==> src/rtl/i2c_xf_pkg.sv <==
package i2c_xf_pkg;

    typedef enum logic [1:0] {
        REQ_IDLE  = 2'd0,
        REQ_READY = 2'd1,
        REQ_DRAIN = 2'd2
    } req_state_e;

    localparam int CFG_W        = 16;
    localparam int TH_W         = 6;
    localparam int RX_TH_LSB    = 8;
    localparam int TX_TH_LSB    = 0;
    localparam int RX_FLUSH_BIT = 14;
    localparam int TX_FLUSH_BIT = 6;
    localparam int RX_DMA_BIT   = 15;
    localparam int TX_DMA_BIT   = 7;
    localparam int FIELD_MAX    = (1 << TH_W) - 1;

endpackage

==> src/rtl/xf_byte_fifo.sv <==
module xf_byte_fifo #(
    parameter int DW    = 8,
    parameter int DEPTH = 16,
    parameter int LW    = 5
) (
    input  logic          clk,
    input  logic          rst_n,
    input  logic          flush,
    input  logic          push,
    input  logic [DW-1:0] push_data,
    input  logic          pop,
    output logic [DW-1:0] head_data,
    output logic [LW-1:0] level,
    output logic          overflow
);
    localparam int AW = $clog2(DEPTH);

    logic [DW-1:0] store [DEPTH];
    logic [AW-1:0] wr_ptr;
    logic [AW-1:0] rd_ptr;
    logic          is_full;
    logic          is_empty;
    logic          take_in;
    logic          take_out;

    assign is_full   = (level == LW'(DEPTH));
    assign is_empty  = (level == '0);
    assign take_in   = push && !is_full && !flush;
    assign take_out  = pop && !is_empty && !flush;
    assign head_data = store[rd_ptr];

    always_ff @(posedge clk or negedge rst_n) begin
        if (!rst_n) begin
            wr_ptr   <= '0;
            rd_ptr   <= '0;
            level    <= '0;
            overflow <= 1'b0;
        end else begin
            overflow <= push && is_full && !flush;
            if (flush) begin
                wr_ptr <= '0;
                rd_ptr <= '0;
                level  <= '0;
            end else begin
                if (take_in)  wr_ptr <= wr_ptr + AW'(1);
                if (take_out) rd_ptr <= rd_ptr + AW'(1);
                unique case ({take_in, take_out})
                    2'b10:   level <= level + LW'(1);
                    2'b01:   level <= level - LW'(1);
                    default: level <= level;
                endcase
            end
        end
    end

    always_ff @(posedge clk) begin
        if (take_in) store[wr_ptr] <= push_data;
    end

endmodule

==> src/rtl/xf_req_cond.sv <==
module xf_req_cond #(
    parameter bit IS_TX  = 1'b1,
    parameter int DEPTH  = 16,
    parameter int LW     = 5,
    parameter int XFER_W = 16
) (
    input  logic [LW-1:0]     level,
    input  logic [5:0]        thr_m1,
    input  logic [XFER_W-1:0] xfer_left,
    output logic              ready_c,
    output logic              drain_c,
    output logic [5:0]        status_field
);
    localparam int CW = XFER_W + 2;

    logic [CW-1:0] thr;
    logic [CW-1:0] lvl;
    logic [CW-1:0] left;
    logic [CW-1:0] free_sp;

    assign thr     = CW'(thr_m1) + CW'(1);
    assign lvl     = CW'(level);
    assign left    = CW'(xfer_left);
    assign free_sp = CW'(DEPTH) - lvl;

    generate
        if (IS_TX) begin : g_tx
            logic [CW-1:0] owed;
            assign owed         = (left > lvl) ? (left - lvl) : '0;
            assign ready_c      = (owed >= thr) && (free_sp >= thr);
            assign drain_c      = (owed != '0) && (owed < thr) && (free_sp >= owed);
            assign status_field = (owed > CW'(63)) ? 6'd63 : owed[5:0];
        end else begin : g_rx
            assign ready_c      = (lvl >= thr);
            assign drain_c      = (left == '0) && (lvl != '0) && (lvl < thr);
            assign status_field = (lvl > CW'(63)) ? 6'd63 : lvl[5:0];
        end
    endgenerate

endmodule

==> src/rtl/xf_req_fsm.sv <==
module xf_req_fsm
    import i2c_xf_pkg::*;
(
    input  logic clk,
    input  logic rst_n,
    input  logic clear,
    input  logic ready_c,
    input  logic drain_c,
    output logic ready_req,
    output logic drain_req
);
    req_state_e state_q;
    req_state_e state_d;

    always_ff @(posedge clk or negedge rst_n) begin
        if (!rst_n) state_q <= REQ_IDLE;
        else        state_q <= state_d;
    end

    always_comb begin
        state_d = state_q;
        unique case (state_q)
            REQ_IDLE, REQ_READY, REQ_DRAIN: begin
                if (clear)        state_d = REQ_IDLE;
                else if (ready_c) state_d = REQ_READY;
                else if (drain_c) state_d = REQ_DRAIN;
                else              state_d = REQ_IDLE;
            end
            default: state_d = REQ_IDLE;
        endcase
    end

    always_comb begin
        ready_req = 1'b0;
        drain_req = 1'b0;
        unique case (state_q)
            REQ_READY: ready_req = 1'b1;
            REQ_DRAIN: drain_req = 1'b1;
            default: begin
                ready_req = 1'b0;
                drain_req = 1'b0;
            end
        endcase
    end

endmodule

==> src/rtl/i2c_xfer_fifo.sv <==
module i2c_xfer_fifo
    import i2c_xf_pkg::*;
#(
    parameter int DEPTH_CODE = 1,
    parameter int XFER_W     = 16
) (
    input  logic              clk,
    input  logic              rst_n,
    input  logic              cfg_wr,
    input  logic [15:0]       cfg_wdata,
    output logic [15:0]       cfg_rdata,
    input  logic              dat_wr,
    input  logic [7:0]        dat_wdata,
    input  logic              dat_rd,
    output logic [7:0]        dat_rdata,
    input  logic              eng_tx_pop,
    output logic [7:0]        eng_tx_byte,
    output logic              eng_tx_avail,
    input  logic              eng_rx_push,
    input  logic [7:0]        eng_rx_byte,
    output logic              eng_rx_space,
    input  logic [XFER_W-1:0] xfer_left,
    output logic [15:0]       stat_word,
    output logic              tx_ready,
    output logic              tx_drain,
    output logic              rx_ready,
    output logic              rx_drain,
    output logic              tx_dma_req,
    output logic              rx_dma_req,
    output logic              tx_ovf,
    output logic              rx_ovf
);
    localparam int DEPTH = 8 << DEPTH_CODE;
    localparam int LW    = $clog2(DEPTH + 1);

    logic [TH_W-1:0] rx_thr_m1;
    logic [TH_W-1:0] tx_thr_m1;
    logic            rx_dma_en;
    logic            tx_dma_en;
    logic            rx_flush;
    logic            tx_flush;
    logic [LW-1:0]   rx_level;
    logic [LW-1:0]   tx_level;
    logic            rx_ready_c, rx_drain_c, tx_ready_c, tx_drain_c;
    logic [5:0]      rx_field, tx_field;

    assign rx_flush = cfg_wr && cfg_wdata[RX_FLUSH_BIT];
    assign tx_flush = cfg_wr && cfg_wdata[TX_FLUSH_BIT];

    always_ff @(posedge clk or negedge rst_n) begin
        if (!rst_n) begin
            rx_thr_m1 <= '0;
            tx_thr_m1 <= '0;
            rx_dma_en <= 1'b0;
            tx_dma_en <= 1'b0;
        end else if (cfg_wr) begin
            rx_thr_m1 <= cfg_wdata[RX_TH_LSB +: TH_W];
            tx_thr_m1 <= cfg_wdata[TX_TH_LSB +: TH_W];
            rx_dma_en <= cfg_wdata[RX_DMA_BIT];
            tx_dma_en <= cfg_wdata[TX_DMA_BIT];
        end
    end

    assign cfg_rdata = {rx_dma_en, 1'b0, rx_thr_m1, tx_dma_en, 1'b0, tx_thr_m1};

    xf_byte_fifo #(.DW(8), .DEPTH(DEPTH), .LW(LW)) u_tx_q (
        .clk       (clk),
        .rst_n     (rst_n),
        .flush     (tx_flush),
        .push      (dat_wr),
        .push_data (dat_wdata),
        .pop       (eng_tx_pop),
        .head_data (eng_tx_byte),
        .level     (tx_level),
        .overflow  (tx_ovf)
    );

    xf_byte_fifo #(.DW(8), .DEPTH(DEPTH), .LW(LW)) u_rx_q (
        .clk       (clk),
        .rst_n     (rst_n),
        .flush     (rx_flush),
        .push      (eng_rx_push),
        .push_data (eng_rx_byte),
        .pop       (dat_rd),
        .head_data (dat_rdata),
        .level     (rx_level),
        .overflow  (rx_ovf)
    );

    xf_req_cond #(.IS_TX(1'b1), .DEPTH(DEPTH), .LW(LW), .XFER_W(XFER_W)) u_tx_cond (
        .level        (tx_level),
        .thr_m1       (tx_thr_m1),
        .xfer_left    (xfer_left),
        .ready_c      (tx_ready_c),
        .drain_c      (tx_drain_c),
        .status_field (tx_field)
    );

    xf_req_cond #(.IS_TX(1'b0), .DEPTH(DEPTH), .LW(LW), .XFER_W(XFER_W)) u_rx_cond (
        .level        (rx_level),
        .thr_m1       (rx_thr_m1),
        .xfer_left    (xfer_left),
        .ready_c      (rx_ready_c),
        .drain_c      (rx_drain_c),
        .status_field (rx_field)
    );

    xf_req_fsm u_tx_fsm (
        .clk       (clk),
        .rst_n     (rst_n),
        .clear     (tx_flush),
        .ready_c   (tx_ready_c),
        .drain_c   (tx_drain_c),
        .ready_req (tx_ready),
        .drain_req (tx_drain)
    );

    xf_req_fsm u_rx_fsm (
        .clk       (clk),
        .rst_n     (rst_n),
        .clear     (rx_flush),
        .ready_c   (rx_ready_c),
        .drain_c   (rx_drain_c),
        .ready_req (rx_ready),
        .drain_req (rx_drain)
    );

    assign eng_tx_avail = (tx_level != '0);
    assign eng_rx_space = (rx_level != LW'(DEPTH));
    assign stat_word    = {2'(DEPTH_CODE), rx_field, 2'b00, tx_field};
    assign tx_dma_req   = tx_dma_en && (tx_ready || tx_drain);
    assign rx_dma_req   = rx_dma_en && (rx_ready || rx_drain);

endmodule

==> config.mk <==
export PLATFORM = sky130hd
export DESIGN_NAME = i2c_xfer_fifo
export DESIGN_NICKNAME = d
export VERILOG_FILES = /design/src/rtl/i2c_xf_pkg.sv /design/src/rtl/xf_byte_fifo.sv /design/src/rtl/xf_req_cond.sv /design/src/rtl/xf_req_fsm.sv /design/src/rtl/i2c_xfer_fifo.sv
export SDC_FILE = /design/constraint.sdc
export NUM_CORES = 1
export LEC_CHECK = 0
export CELL_PAD_IN_SITES_DETAIL_PLACEMENT = 1
export CELL_PAD_IN_SITES_GLOBAL_PLACEMENT = 1
export CORE_MARGIN = 4
export CORE_UTILIZATION = 52
export DETAILED_ROUTE_END_ITERATION = 16
export DONT_BUFFER_PORTS = 1
export PLACE_DENSITY = 0.81
export SETUP_SLACK_MARGIN = 0.15
export SYNTH_ARGS = -nofsm -noshare
export SYNTH_HDL_FRONTEND = slang
export SYNTH_SLANG_ARGS = --single-unit
==> constraint.sdc <==
create_clock -name clk -period 10.2 [get_ports clk]
set_input_delay 1.53 -clock clk [delete_from_list [all_inputs] [get_ports clk]]
set_output_delay 1.53 -clock clk [all_outputs]
set_load 0.01 [all_outputs]
==> metrics.cfg <==
[outcome]
outcome=finished clean

[timing]
hold_viol=0
fin_crit_ps=5522
hold_slack_ps=595.8
rsz0062_at_grt=false
final_max_slew_viol_count=0
setup_viol=0
period_share=0.5413
tightestPinTransition_ps=1074
fin_skew_ps=8.141
setup_tns_ps=0
timing.fmax_mhz=181.1
slew_headroom=0.2816

[layout]
final_common_cell=edfxtp_1
finalNetCount=1110
area_delta_synth_final_pct=9.115
layout_common_cells=edfxtp_1, nand2_1, nor2_1
n_antenna_cell=0
layout-drive-gt1-share=0.1294

[synth]
synth_cell_types=58
syn-cell-area_mm2=0.01407
synthAdderAreaFrac=0.06261
synth_xor_area_frac=0.02303
ys.flop_type=edfxtp_1
synth_edf_count=256
avgSynthCellArea_um2=14.24
ys_async_sr_fraction=0.1523
synthCells=988
yosys_warnings=0
synth.area.mux_share=0.1104
ys_ff_latch=302
synth_top_family_by_area=multiplexers
synth_compound_area_frac=0.07319
synthSimpleGateAreaFrac=0.07879
yosysSeqAreaShare=0.6282

[clock_tree]
cts_resized=0
cts_sinks=302
cts.htree.levels=1
clkSlewWorstSetupHoldPaths_ps=60
clockBufferDepth=3
clockRootBuffer=clkbuf_16
ctsHoldBuffers=0
clkLatencyLatePin_ps=550
cts_setup_buffers=0
cts_tree=done
numCtsBuffers=30

[route]
drt-initial-drc-count=676
antenna_left=0
routedWlPerCell_um=24.55
vias_per_cell=6.118
drc=0
via_count=8241
dr.pass1.iters=5
totalWireLength_mm=33.06

[global_routing]
antenna_found_initial=0
grt_pass1_wl_mm=51.97
grt_usage=0.2262
overflow=0
grt_pass1_vias=9040
grt_max_degree=52

[place]
hpwl_mm=22.74
numPortBuffers=0
place.gp.congestion=0.8696

[pwr]
pwr-share-comb=0.316
p_int_mw=2.580
power_switching_share=0.3283
p_clk_frac=0.275
power.density_mw_per_mm2=250.2
max-vdd-ir-drop_v=0.0001369
p_switching_mw=1.261
seqPwrFrac=0.408
p_leak_nw=5.557

[critical_path]
critPathLaunchType=primary input
path_class=in -> out
r2r_slack_ps=5680
worstPathArrival_ps=3990
crit_fanout=6
worstPathRequired_ps=8670
crit_start=xfer_left[0]
r2r-start=u_tx_q.level[1]
end_kind=output pin

[hold_path]
hp-start=u_tx_q.level[4]
hp-class=reg -> reg

[floorplan]
io_pins=113
dieArea_mm2=0.02975
std_cell_rows=59
fp.dieW_um=172.5
initial_utilization=0.5339
die_h_um=172.5
coreArea_mm2=0.02635

[job]
drv_cap=0

## per-stage QoR
stage / power (mW) / worst slack (ps) / utilization / instance area [µm²] / cells
CTS: 3.872 / 4674 / 0.5825 / 15350 / 1347
global route: 4.061 / 4500 / 0.5825 / 15350 / 1347
detailed placement: 2.805 / 4676 / 0.5460 / 14390 / 1291
finish: 3.841 / 4678 / 0.5825 / 15350 / 1347
floorplan: 2.480 / 4999 / - / 14090 / 993
global placement: 2.760 / 4750 / 0.5460 / 14390 / 1291
## registers in the layout (all words and copies together), names as in the netlist, 2 cells and up
signal,count
u_tx_q.level,5
u_tx_q.rd_ptr,4
u_tx_q.store,128
rx_thr_m1,6
u_tx_fsm.state_q,2
tx_thr_m1,6
u_tx_q.wr_ptr,4
u_rx_fsm.state_q,2
u_rx_q.wr_ptr,4
u_rx_q.rd_ptr,4
u_rx_q.store,128
u_rx_q.level,5
## synth_stat cells (all sizes together) (16+ instances only)
cell	number	area share
a21oi	42	0.015
xnor2	18	0.011
a22oi	16	0.0085
a221oi	16	0.010
dfrtp	46	0.082
mux2i	55	0.039
xor2	19	0.012
nor2	68	0.018
nand2	74	0.020
edfxtp	256	0.55
buf	16	0.0069
clkbuf	32	0.0086
o21ai	39	0.014
mux2	25	0.020
nand3	17	0.0060
nor3	16	0.0057
mux4	32	0.051
ha	64	0.057
inv	29	0.0077
## kinds of logic after synthesis
group | count (synthesis)
AO/OA/AOI/OAI | 156
XOR/XNOR | 37
adder cells (fa/ha/maj) | 69
buffers and inverters | 77
flip-flops | 302
multiplexers | 112
other | 2
AND/OR/NAND/NOR | 233
## cell type report
| type | instances | area (µm²) |
|---|---|---|
| clock buffer | 48 | 920.9 |
| inverter | 29 | 108.9 |
| timing repair buffer | 11 | 82.58 |
| clock inverter | 8 | 42.54 |
| multi-input combinational | 614 | 4937 |
| sequential | 302 | 8841 |
| fill | 2483 | 11000 |
| tap | 335 | 419.2 |
## worst max-delay path, stage by stage
cell	delay [ps]
inv_1	80
ha_1	180
inv_1	60
fa_1	390
a211o_1	340
a21oi_1	260
xor2_1	130
nor4_1	240
o21ai_1	170
nor2_1	410
nand2_1	190
## layer usage
| layer | vias to the layer above | GRT usage | wire length [µm] |
|---|---|---|---|
| li1 | 3738 | - | - |
| met1 | 4215 | 0.3067 | 13850 |
| met2 | 262 | 0.3893 | 16840 |
| met3 | 26 | 0.04527 | 2029 |
| met4 | 0 | 0.03623 | 350 |
| met5 | - | 0 | 0 |
## power by group through the flow
| stage | logic (mW) | registers [mW] | clock network [mW] |
|---|---|---|---|
| 2_1_floorplan | 0.955 | 1.53 | 0 |
| 3_3_place_gp | 1.18 | 1.58 | 0 |
| 3_5_place_dp | 1.21 | 1.59 | 0 |
| 4_1_cts | 1.23 | 1.57 | 1.08 |
| 5_1_grt | 1.35 | 1.58 | 1.13 |
| 6_report | 1.21 | 1.57 | 1.06 |
## path summary, 6_finish.rpt
path                                        to  cells after the start
setup / recovery                  stat_word[4]                     11
hold / removal                 u_tx_q.level[4]                      2
setup reg to reg           u_tx_fsm.state_q[1]                     14
hold reg to reg                u_tx_q.level[4]                      2
max in group asynchronous     u_tx_q.rd_ptr[0]                      0
min in group asynchronous            tx_dma_en                      0
Power figures use the tool's default switching activity.
